### src/rtl/irq3_pkg.sv
package irq3_pkg;

  // Strobes issued by the acceptance control to the datapath
  typedef struct packed {
    logic latchSel;   // capture the current winner and its vector
    logic clearSel;   // clear the pending bit of the held winner
  } irq3Strobe_t;

  typedef enum logic [0:0] {
    ST_IDLE = 1'b0,
    ST_HOLD = 1'b1
  } irq3State_t;

endpackage

### src/rtl/irq3_datapath.sv
module irq3_datapath
  import irq3_pkg::*;
#(
  parameter int NUM_SRC  = 16,
  parameter int VEC_W    = 8,
  parameter int VEC_BASE = 16
) (
  input  logic                 clk,
  input  logic                 rstN,
  input  logic                 nmiReq,
  input  logic                 brkReq,
  input  logic [NUM_SRC-1:0]   srcReq,
  input  logic [NUM_SRC-1:0]   ctrlLevel,
  input  logic [1:0]           modeSel,
  input  logic                 maskI,
  input  logic                 maskUI,
  input  irq3Strobe_t          strobe,
  output logic                 anyWin,
  output logic [VEC_W-1:0]     vecOut,
  output logic [NUM_SRC+1:0]   pendView
);

  localparam int NUM_POS = NUM_SRC + 2;
  localparam int POS_W   = $clog2(NUM_POS);

  logic [NUM_POS-1:0] reqAll;
  logic [NUM_POS-1:0] pendQ;
  logic [NUM_POS-1:0] clearMask;
  logic [NUM_SRC-1:0] srcOk;
  logic [NUM_SRC-1:0] hiCand;
  logic [NUM_SRC-1:0] loCand;
  logic [NUM_SRC-1:0] srcPend;
  logic [POS_W-1:0]   winPos;
  logic [POS_W-1:0]   selQ;
  logic [VEC_W-1:0]   vecQ;
  logic               modeOne;

  assign reqAll  = {srcReq, brkReq, nmiReq};
  assign srcPend = pendQ[NUM_POS-1:2];
  assign modeOne = (modeSel == 2'b01);

  // Per-source mask decision: the level bit only opens a source in mode 01
  for (genvar i = 0; i < NUM_SRC; i++) begin : g_srcMask
    assign srcOk[i]  = !maskI || (modeOne && !maskUI && ctrlLevel[i]);
    assign hiCand[i] = srcPend[i] && srcOk[i] && ctrlLevel[i];
    assign loCand[i] = srcPend[i] && srcOk[i] && !ctrlLevel[i];
  end

  // Fixed-order pick: later assignments override earlier, lowest index last
  always_comb begin
    anyWin = 1'b0;
    winPos = '0;
    for (int i = NUM_SRC - 1; i >= 0; i--) begin
      if (loCand[i]) begin
        anyWin = 1'b1;
        winPos = POS_W'(i + 2);
      end
    end
    for (int i = NUM_SRC - 1; i >= 0; i--) begin
      if (hiCand[i]) begin
        anyWin = 1'b1;
        winPos = POS_W'(i + 2);
      end
    end
    if (pendQ[1]) begin
      anyWin = 1'b1;
      winPos = POS_W'(1);
    end
    if (pendQ[0]) begin
      anyWin = 1'b1;
      winPos = '0;
    end
  end

  assign clearMask = strobe.clearSel ? (NUM_POS'(1) << selQ) : '0;

  always_ff @(posedge clk) begin
    if (!rstN) begin
      pendQ <= '0;
      selQ  <= '0;
      vecQ  <= '0;
    end else begin
      pendQ <= (pendQ & ~clearMask) | reqAll;
      if (strobe.latchSel) begin
        selQ <= winPos;
        vecQ <= VEC_W'(VEC_BASE) + VEC_W'(winPos);
      end
    end
  end

  assign vecOut   = vecQ;
  assign pendView = pendQ;

  // Assertions
  assert_bypass_wins_R3: assert property (@(posedge clk) disable iff (!rstN)
    (pendQ[1:0] != 2'b00) |-> anyWin);

  assert_mode0_blocks_R4: assert property (@(posedge clk) disable iff (!rstN)
    (!modeOne && maskI && pendQ[1:0] == 2'b00) |-> !anyWin);

  assert_winner_pending_R6: assert property (@(posedge clk) disable iff (!rstN)
    strobe.latchSel |-> pendQ[winPos]);

  assert_vec_hold_R7: assert property (@(posedge clk) disable iff (!rstN)
    !strobe.latchSel |=> $stable(vecQ));

  assert_clear_sel_R8: assert property (@(posedge clk) disable iff (!rstN)
    (strobe.clearSel && !reqAll[selQ]) |=> !pendQ[$past(selQ)]);

  assert_losers_kept_R8: assert property (@(posedge clk) disable iff (!rstN)
    strobe.clearSel |=>
      (($past(pendQ) & ~(NUM_POS'(1) << $past(selQ)) & ~pendQ) == '0));

endmodule

### src/rtl/irq3_control.sv
module irq3_control
  import irq3_pkg::*;
(
  input  logic        clk,
  input  logic        rstN,
  input  logic        anyWin,
  input  logic        ackPulse,
  output irq3Strobe_t strobe,
  output logic        acceptOut
);

  irq3State_t stateQ;
  irq3State_t stateD;

  always_comb begin
    stateD          = stateQ;
    strobe.latchSel = 1'b0;
    strobe.clearSel = 1'b0;
    unique case (stateQ)
      ST_IDLE: begin
        if (anyWin) begin
          strobe.latchSel = 1'b1;
          stateD          = ST_HOLD;
        end
      end
      ST_HOLD: begin
        if (ackPulse) begin
          strobe.clearSel = 1'b1;
          stateD          = ST_IDLE;
        end
      end
      default: stateD = ST_IDLE;
    endcase
  end

  always_ff @(posedge clk) begin
    if (!rstN) stateQ <= ST_IDLE;
    else       stateQ <= stateD;
  end

  assign acceptOut = (stateQ == ST_HOLD);

  // Assertions
  assert_hold_until_ack_R7: assert property (@(posedge clk) disable iff (!rstN)
    (acceptOut && !ackPulse) |=> acceptOut);

  assert_ack_drops_R8: assert property (@(posedge clk) disable iff (!rstN)
    (acceptOut && ackPulse) |=> !acceptOut);

  assert_strobe_excl_R8: assert property (@(posedge clk) disable iff (!rstN)
    !(strobe.latchSel && strobe.clearSel));

endmodule

### src/rtl/irq3_ctrl.sv
module irq3_ctrl
  import irq3_pkg::*;
#(
  parameter int NUM_SRC  = 16,
  parameter int VEC_W    = 8,
  parameter int VEC_BASE = 16
) (
  input  logic               clk,
  input  logic               rstN,
  input  logic               nmiReq,
  input  logic               brkReq,
  input  logic [NUM_SRC-1:0] srcReq,
  input  logic [NUM_SRC-1:0] ctrlLevel,
  input  logic [1:0]         modeSel,
  input  logic               maskI,
  input  logic               maskUI,
  input  logic               ackPulse,
  output logic               acceptOut,
  output logic [VEC_W-1:0]   vecOut,
  output logic [NUM_SRC+1:0] pendView
);

  irq3Strobe_t strobe;
  logic        anyWin;

  irq3_datapath #(
    .NUM_SRC  (NUM_SRC),
    .VEC_W    (VEC_W),
    .VEC_BASE (VEC_BASE)
  ) dp_i (
    .clk       (clk),
    .rstN      (rstN),
    .nmiReq    (nmiReq),
    .brkReq    (brkReq),
    .srcReq    (srcReq),
    .ctrlLevel (ctrlLevel),
    .modeSel   (modeSel),
    .maskI     (maskI),
    .maskUI    (maskUI),
    .strobe    (strobe),
    .anyWin    (anyWin),
    .vecOut    (vecOut),
    .pendView  (pendView)
  );

  irq3_control ctl_i (
    .clk       (clk),
    .rstN      (rstN),
    .anyWin    (anyWin),
    .ackPulse  (ackPulse),
    .strobe    (strobe),
    .acceptOut (acceptOut)
  );

  assert_reset_idle_R1: assert property (@(posedge clk)
    !rstN |=> (!acceptOut && pendView == '0));

endmodule

### config.mk
export PLATFORM = sky130hd
export DESIGN_NAME = irq3_ctrl
export DESIGN_NICKNAME = d
export VERILOG_FILES = /design/src/rtl/irq3_pkg.sv /design/src/rtl/irq3_datapath.sv /design/src/rtl/irq3_control.sv /design/src/rtl/irq3_ctrl.sv
export SDC_FILE = /design/constraint.sdc
export NUM_CORES = 1
export LEC_CHECK = 0
export BUFFER_PORTS_ARGS = -buffer_cell sky130_fd_sc_hd__buf_2
export CORE_AREA = 5 5 57 85
export DETAILED_ROUTE_END_ITERATION = 12
export DIE_AREA = 0 0 62 90
export GPL_TIMING_DRIVEN = 0
export PLACE_DENSITY = 0.74
export REMOVE_ABC_BUFFERS = 1
export SLEW_MARGIN = 20
export SYNTH_ARGS = -nofsm -noshare
export SYNTH_HDL_FRONTEND = slang
export SYNTH_HIERARCHICAL = 1
export SYNTH_SLANG_ARGS = --single-unit
### constraint.sdc
create_clock -name clk -period 5 [get_ports clk]
set_input_delay 0 -clock clk [delete_from_list [all_inputs] [get_ports clk]]
set_output_delay 0 -clock clk [all_outputs]
set_load 0.02 [all_outputs]
=== After elaboration in Yosys (flattened, before gate mapping) ===
Cells that the tools add are included.

* Bits in registers: 32
* Input bits: 41
* Output and inout port bits: 27
* Word-level logic and storage cells: 185

* $add $sub $neg: 1
* Equality and inequality tests: 1
* Shift operators: 1
* Multiplexer cells: 75
* Bitwise operators: 4
* Reduce and logical (&&, ||, !) cells: 99

{| class="wikitable"
|+ Operators by type and width
! cell !! count
|-
| 5-bit two-way mux || 34
|-
| 1-bit logical AND || 65
|-
| 1-bit two-way mux || 39
|-
| 18-bit bitwise AND || 1
|-
| 1-bit logical NOT || 18
|-
| 18-bit two-way mux || 1
|-
| 18-bit NOT || 1
|-
| 18-bit OR || 1
|-
| 1-bit by 5-bit left shift with 18-bit output, first input constant || 1
|-
| 1-bit logical OR || 16
|-
| 5-bit by 5-bit adder with 6-bit output, first input constant || 1
|-
| 2-bit by 1-bit equality test with 1-bit output, second input constant || 1
|-
| 1-bit one-hot mux with 2 select lines || 1
|-
| 1-bit NOT || 1
|}

=== Logic depth before layout (Yosys ltp) ===
Gate-level depths: netlist (run 1).

* Depth in word-level cells: 42
* Gate-level depth with buffers: 12
* Gate-level depth less buffers: 11

=== Cells and area by module ===
Netlist (run 1), hierarchy kept.

{| class="wikitable"
|+ Modules (own cells, without submodules)
! module !! instances !! cells an instance !! area each (um^2) !! sequential area each (um^2)
|-
| irq3_datapath || 1 || 224 || 1766.7 || 480.5
|-
| irq3_control || 1 || 5 || 46.3 || 20.0
|}

=== Least setup slack after synthesis (run 1) ===
OpenSTA, ideal clock, no wires.

* Kind: register to register
* From: register dp_i.pendQ[5], in the netlist dp_i/pendView[5]
* To: register dp_i.selQ[2]
* Library setup time: 0.117 ns
* Arrival time: 2.337 ns
* Required time: 4.883 ns
* Path slack: 2.546 ns
* Cell stages (with the launch flop): 12
* Buffers on the path: 0
* Period minus slack after synthesis: 2.454 ns
* Path through: dfxtp_1 a22oi_4 a22oi_2 or4_4 a21oi_2 nand4_1 nor2b_1 nor2b_1 nand2b_1 nor2_1 a22o_1 a32o_1

{| class="wikitable"
|+ RTL lines
! element !! RTL line !! RTL
|-
| start: declaration || irq3_datapath.sv:27 || <nowiki>logic [NUM_POS-1:0] pendQ;</nowiki>
|-
| start signal: assignment || irq3_datapath.sv:83 || <nowiki>pendQ <= (pendQ & ~clearMask) | reqAll;</nowiki>
|-
| end signal: assignment || irq3_datapath.sv:85 || <nowiki>selQ <= winPos;</nowiki>
|-
| end: declaration || irq3_datapath.sv:34 || <nowiki>logic [POS_W-1:0] selQ;</nowiki>
|}

==> results.py, run 1 <==
metrics = {
    "worst_setup_path": {
        "crit_required_ns": 5.22,
        "start_kind": "flip-flop",
        "crit_start": "dp_i/pendView[13]",
        "arrival_ns": 2.95,
        "critPathCaptureType": "flip-flop",
        "critPathKind": "reg2reg",
        "reg2reg_from": "dp_i/pendView[13]",
        "cp_max_fo": 8,
    },
    "clock_tree": {
        "clock_latency_ns": 0.27,
        "clk_pin_slew_ns": 0.09,
        "cts_tree": "done",
        "post_cts_resized": 0,
        "numCtsBuffers": 3,
        "cts-root-buf": "clkbuf_8",
        "cts.path.max_buffers": 2,
        "cts.sinks": 25,
        "htree_levels": 1,
    },
    "floorplan": {
        "die_area_mm2": 0.00558,
        "rows": 29,
        "die_y_um": 90,
        "core_mm2": 0.00406,
        "initial_utilization": 0.446,
        "die_w_um": 62,
        "ios": 68,
    },
    "timing": {
        "hold_ws_ns": 0.0411,
        "fin_ws_ns": 2.27,
        "timing.final.crit_period_ns": 2.73,
        "setup_viol": 0,
        "hold_viol": 0,
        "rsz0062_at_grt": "no",
        "tightest_slew_ns": 0.567,
        "setup_tns_ns": 0,
        "finalMaxSlewViolations": 0,
        "relSlewSlack": 0.620,
        "skew_ns": 0.00323,
        "timing.final.crit_share": 0.545,
        "max_freq_mhz": 367,
    },
    "cells_and_area": {
        "fin_nets": 349,
        "syn2layout_area_growth_pct": 30.7,
        "antenna_cells": 0,
        "final_cells": 353,
        "fin_area_mm2": 0.00237,
        "drive_gt1_frac": 0.254,
        "nFillCells": 396,
    },
    "pwr": {
        "vdd_drop_max_uv": 149,
        "seqPwrFrac": 0.441,
        "swShare": 0.353,
        "p_leak_nw": 1.01,
        "power_switching_mw": 0.193,
        "power_density_mw_per_mm2": 230,
        "p_clk_frac": 0.223,
        "combinationalPowerShare": 0.336,
        "p_int_mw": 0.354,
    },
    "routing": {
        "dr_wl_met2_um": 2970,
        "routedWlPerCell_um": 16.7,
        "dr.pass1.iters": 4,
        "wl_met3_um": 279,
        "avgViaCountPerCell": 5.82,
        "drt-initial-drc-count": 97,
        "vias": 2056,
        "ant_nets": 0,
        "wl_met1_um": 2390,
        "top_layer_used": "met4",
        "drc": 0,
        "drt_wl_total_um": 5910,
    },
    "place": {
        "placed_cell_area_mm2": 0.00214,
        "dp.cells": 331,
        "gp_congestion": 0.898,
        "dp_slack_ns": 2.30,
        "hpwl_um": 4460,
        "port_buffers": 65,
    },
    "yosys": {
        "yosysSeqAreaShare": 0.276,
        "syn_avg_cell_area_um2": 7.92,
        "synthFlopType": "dfxtp_1",
        "syn_inst": 229,
        "yosysWarnings": 6,
        "ys_ff_latch": 25,
        "synth_area_mm2": 0.00181,
        "synth_edf_count": 0,
        "async_flop_share": 0,
        "ys_types": 55,
        "yosysTopAreaCell": "dfxtp_1",
        "synth_top_cells_by_area": "dfxtp_1 (28%), nor2b_1 (8.3%), a21oi_1 (6.3%)",
        "netlist.area_leader.share": 0.276,
    },
    "worst_hold_path": {
        "worstHoldStart": "ackPulse",
        "worstHoldPathType": "in2reg",
    },
    "run": {
        "max_cap_violations": 0,
    },
    "global_routing": {
        "antenna_found_initial": 0,
        "grt_usage": 0.216,
        "globalRouteOverflowTotal": 0,
        "grt_pass1_wl_um": 9450,
        "grt_pass1_vias": 2024,
        "grt_max_degree": 28,
    },
    "status": {
        "status": "finished, final reports clean",
    },
}
[metrics by stage]
| stage | power (mW) | util |
|---|---|---|
| floorplan | 0.348 | - |
| global placement | 0.413 | 0.528 |
| detailed placement | 0.415 | 0.528 |
| CTS | 0.546 | 0.583 |
| global route | 0.577 | 0.583 |
| finish | 0.546 | 0.583 |
[power by group through the flow]
stage	sequential, mW	combinational, mW	clock, mW
2_1_floorplan	0.257	0.0914	0
5_1_grt	0.244	0.201	0.132
4_1_cts	0.240	0.182	0.124
3_3_place_gp	0.244	0.169	0
3_5_place_dp	0.245	0.170	0
6_report	0.241	0.183	0.122
[path summary, 6_finish.rpt]
path,endpoint,slack [ns],cells past startpoint
min reg2reg,dp_i/vecOut[4],0.54,2
min,ctl_i/acceptOut,0.04,3
max,dp_i/selQ[1],2.27,10
max reg2reg,dp_i/selQ[1],2.27,10
[registers in the layout, summed over array words and instances (netlist names)]
signal / count
dp_i/vecOut: 1
dp_i/selQ: 5
dp_i/pendView: 18
ctl_i/acceptOut: 1
[cells in the mapped netlist, types with 3 or more instances]
library cell and n:
dfxtp_1 25, nor2b_1 24, a21oi_1 23, nand2_1 23
nand2b_1 15, o21a_1 10, nor2_1 9, o21ai_0 8
a22oi_1 7, and2_1 5, clkbuf_1 5, inv_1 5
a22o_1 4, nand4_1 4, a21boi_0 3, a21oi_2 3
a32oi_1 3, nor3_1 3, o221ai_1 3
[routing by layer]
metal / global-route usage / up-vias
li1: - / 1013
met1: 0.262 / 945
met2: 0.359 / 77
met3: 0.00573 / 21
met4: 0.122 / 0
met5: 0 / -
[layout make-up]
cell class,count,area [um^2],share of cell area
sequential,25,500,0.211
timing repair buffer,83,505,0.213
multi-input combinational,190,1240,0.524
tap,46,57.6,0.0243
clock buffer,4,45.0,0.0190
inverter,5,18.8,0.00792
[cells in the final DEF, fill, tap and decap left out, types with 7 or more instances in the layout]
cell           instances
buf_2                 65
dfxtp_1               25
nor2b_1               24
nand2_1               23
a21oi_1               23
dlygate4sd3_1         18
nand2b_1              15
o21a_1                10
nor2_1                 9
o21ai_0                8
a22oi_1                7
[cell families after synthesis]
family / after synthesis / synth area share
buffers and inverters: 15 / 0.0407
other: 1 / 0.00207
AO/OA/AOI/OAI: 91 / 0.378
flip-flops: 25 / 0.276
AND/OR/NAND/NOR: 97 / 0.303
[timing repair]
action / 4_1_cts / 5_1_grt
setup buffers: 0 / 0
hold buffers: 18 / 0
hold endpoints to repair: 18 / 0
[worst max-delay path, stage by stage (launching register included)]
cell	delay [ns]
dfxtp_1	0.46
nor2b_1	0.34
o41ai_2	0.14
nor2b_1	0.17
nand4_1	0.10
nor2b_1	0.44
nor2b_1	0.27
nand2b_1	0.15
a211o_1	0.29
a21oi_1	0.16
o31a_1	0.16
No activity file was read; power rests on OpenSTA's default activity.
==> run 2, diff against run 1 <==
==> constraint.sdc (replaced) <==
create_clock -name clk -period 2.65 [get_ports clk]
set_input_delay 0 -clock clk [delete_from_list [all_inputs] [get_ports clk]]
set_output_delay 0 -clock clk [all_outputs]
set_load 0.02 [all_outputs]
==> run 2 against run 1 <==
Effect of this change: die area unchanged; worst hold slack improved by 0.0017 ns; cell count is 1.1% higher.
==> results.py, run 2 (synthesis gave the netlist of run 1 again) <==
metrics = {
    "status": {
        "status": "finished, final reports clean",
    },
    "routing": {
        "drt-initial-drc-count": 92,
        "top_layer_used": "met4",
        "wl_met1_um": 2320,
        "vias": 2095,
        "dr_wl_met2_um": 3050,
        "ant_nets": 0,
        "routedWlPerCell_um": 16.9,
        "drc": 0,
        "wl_met3_um": 368,
        "drt_wl_total_um": 6030,
        "dr.pass1.iters": 4,
        "avgViaCountPerCell": 5.87,
    },
    "cells_and_area": {
        "final_cell_mix": "buf_2 (65), nand2_1 (23), a21oi_1 (23), nor2b_1 (22), dfxtp_1 (21)",
        "antenna_cells": 0,
        "final_common_cell": "buf_2",
        "fin_util": 0.599,
        "drive_gt1_frac": 0.289,
        "largest_reg_flops": 18,
        "syn2layout_area_growth_pct": 34.3,
        "fin_nets": 353,
    },
    "pwr": {
        "seqPwrFrac": 0.434,
        "vdd_drop_max_uv": 337,
        "p_leak_nw": 1.04,
        "power_density_mw_per_mm2": 431,
        "combinationalPowerShare": 0.347,
        "power_switching_mw": 0.370,
        "fin_total_pwr_mw": 1.05,
        "p_int_mw": 0.679,
        "swShare": 0.353,
        "p_clk_frac": 0.219,
    },
    "worst_setup_path": {
        "critPathKind": "reg2reg",
        "critPathCaptureType": "flip-flop",
        "start_kind": "flip-flop",
        "cp_max_fo": 5,
        "arrival_ns": 2.67,
        "crit_required_ns": 2.82,
    },
    "timing": {
        "hold_viol": 0,
        "hold_ws_ns": 0.0429,
        "max_freq_mhz": 400,
        "timing.final.crit_share": 0.944,
        "relSlewSlack": 0.620,
        "timing.final.crit_period_ns": 2.50,
        "setup_viol": 0,
        "skew_ns": 0.00526,
        "finalMaxSlewViolations": 0,
        "tightest_slew_ns": 0.568,
    },
    "floorplan": {
        "initial_utilization": 0.446,
        "die_y_um": 90,
        "ios": 68,
        "die_area_mm2": 0.00558,
        "die_w_um": 62,
        "core_mm2": 0.00406,
        "rows": 29,
    },
    "global_routing": {
        "grt_pass1_vias": 2020,
        "grt_max_degree": 28,
        "grt_pass1_wl_um": 9430,
        "globalRouteOverflowTotal": 0,
        "grt_usage": 0.216,
        "antenna_found_initial": 0,
    },
    "clock_tree": {
        "htree_levels": 1,
        "cts.sinks": 25,
        "clk_pin_slew_ns": 0.09,
        "numCtsBuffers": 3,
        "clock_latency_ns": 0.27,
        "cts_tree": "done",
        "cts.path.max_buffers": 2,
        "cts-root-buf": "clkbuf_8",
    },
    "worst_hold_path": {
        "worstHoldPathType": "in2reg",
    },
    "place": {
        "port_buffers": 65,
        "hpwl_um": 4460,
        "gp_congestion": 0.898,
    },
    "run": {
        "max_cap_violations": 0,
    },
}
run 2: worst paths after layout:
check / startpoint / slack, ns / end / depth (start not counted)
worst max-delay path: dp_i/pendView[5] / 0.15 / dp_i/selQ[2] / 11
worst min-delay path: ackPulse / 0.04 / ctl_i/acceptOut / 3
worst max register to register: dp_i/pendView[5] / 0.15 / dp_i/selQ[2] / 11
worst min register to register: dp_i/vecOut[4] / 0.54 / dp_i/vecOut[4] / 2
run 2: power groups by stage:
stage	logic, mW	registers, mW	clock network [mW]
after floorplan	0.173	0.485	0
after global placement	0.318	0.461	0
after detailed placement	0.321	0.462	0
after CTS	0.344	0.454	0.234
after global routing	0.398	0.463	0.248
final	0.364	0.456	0.229
run 2: layout make-up:
class                      count  area, um^2
fill                         397        1630
sequential                    25         508
tap                           46        57.6
inverter                       5        18.8
multi-input combinational    190        1270
timing repair buffer          87         536
clock buffer                   4        45.0
run 2: stage by stage:
stage / instance area, um^2 / std cells / setup slack [ns] / TNS (ns)
floorplan: 1760 / 220 / 0.195 / 0
global placement: 2140 / 331 / -0.0480 / -0.0568
detailed placement: 2140 / 331 / -0.0547 / -0.0547
CTS: 2370 / 353 / 0.0823 / 0
global route: 2430 / 357 / -0.00710 / -0.00848
finish: 2430 / 357 / 0.148 / 0
run 2: per-layer routing:
metal,GRT usage,vias up
li1,-,1020
met1,0.260,960
met4,0.120,0
met5,0,-
met3,0.00573,25
met2,0.362,90
run 2: critical path: stages (launching register included):
cell and delay, ns:
dfxtp_2 0.36, a22oi_4 0.21, a22oi_2 0.09, or4_4 0.51
a21oi_4 0.14, nand4_1 0.11, nor2b_4 0.16, nor2b_1 0.15
nand2b_1 0.16, nor2_1 0.09, a22o_1 0.20, a32o_1 0.20
run 2: what timing repair did:
item / CTS / global route
endpoints found under the hold margin: 18 / 0
endpoints found under the setup margin: 2 / 3
hold buffers: 18 / 0
gates resized for setup: 1 / 10
buffers inserted: 0 / 4
pin swaps: 0 / 4
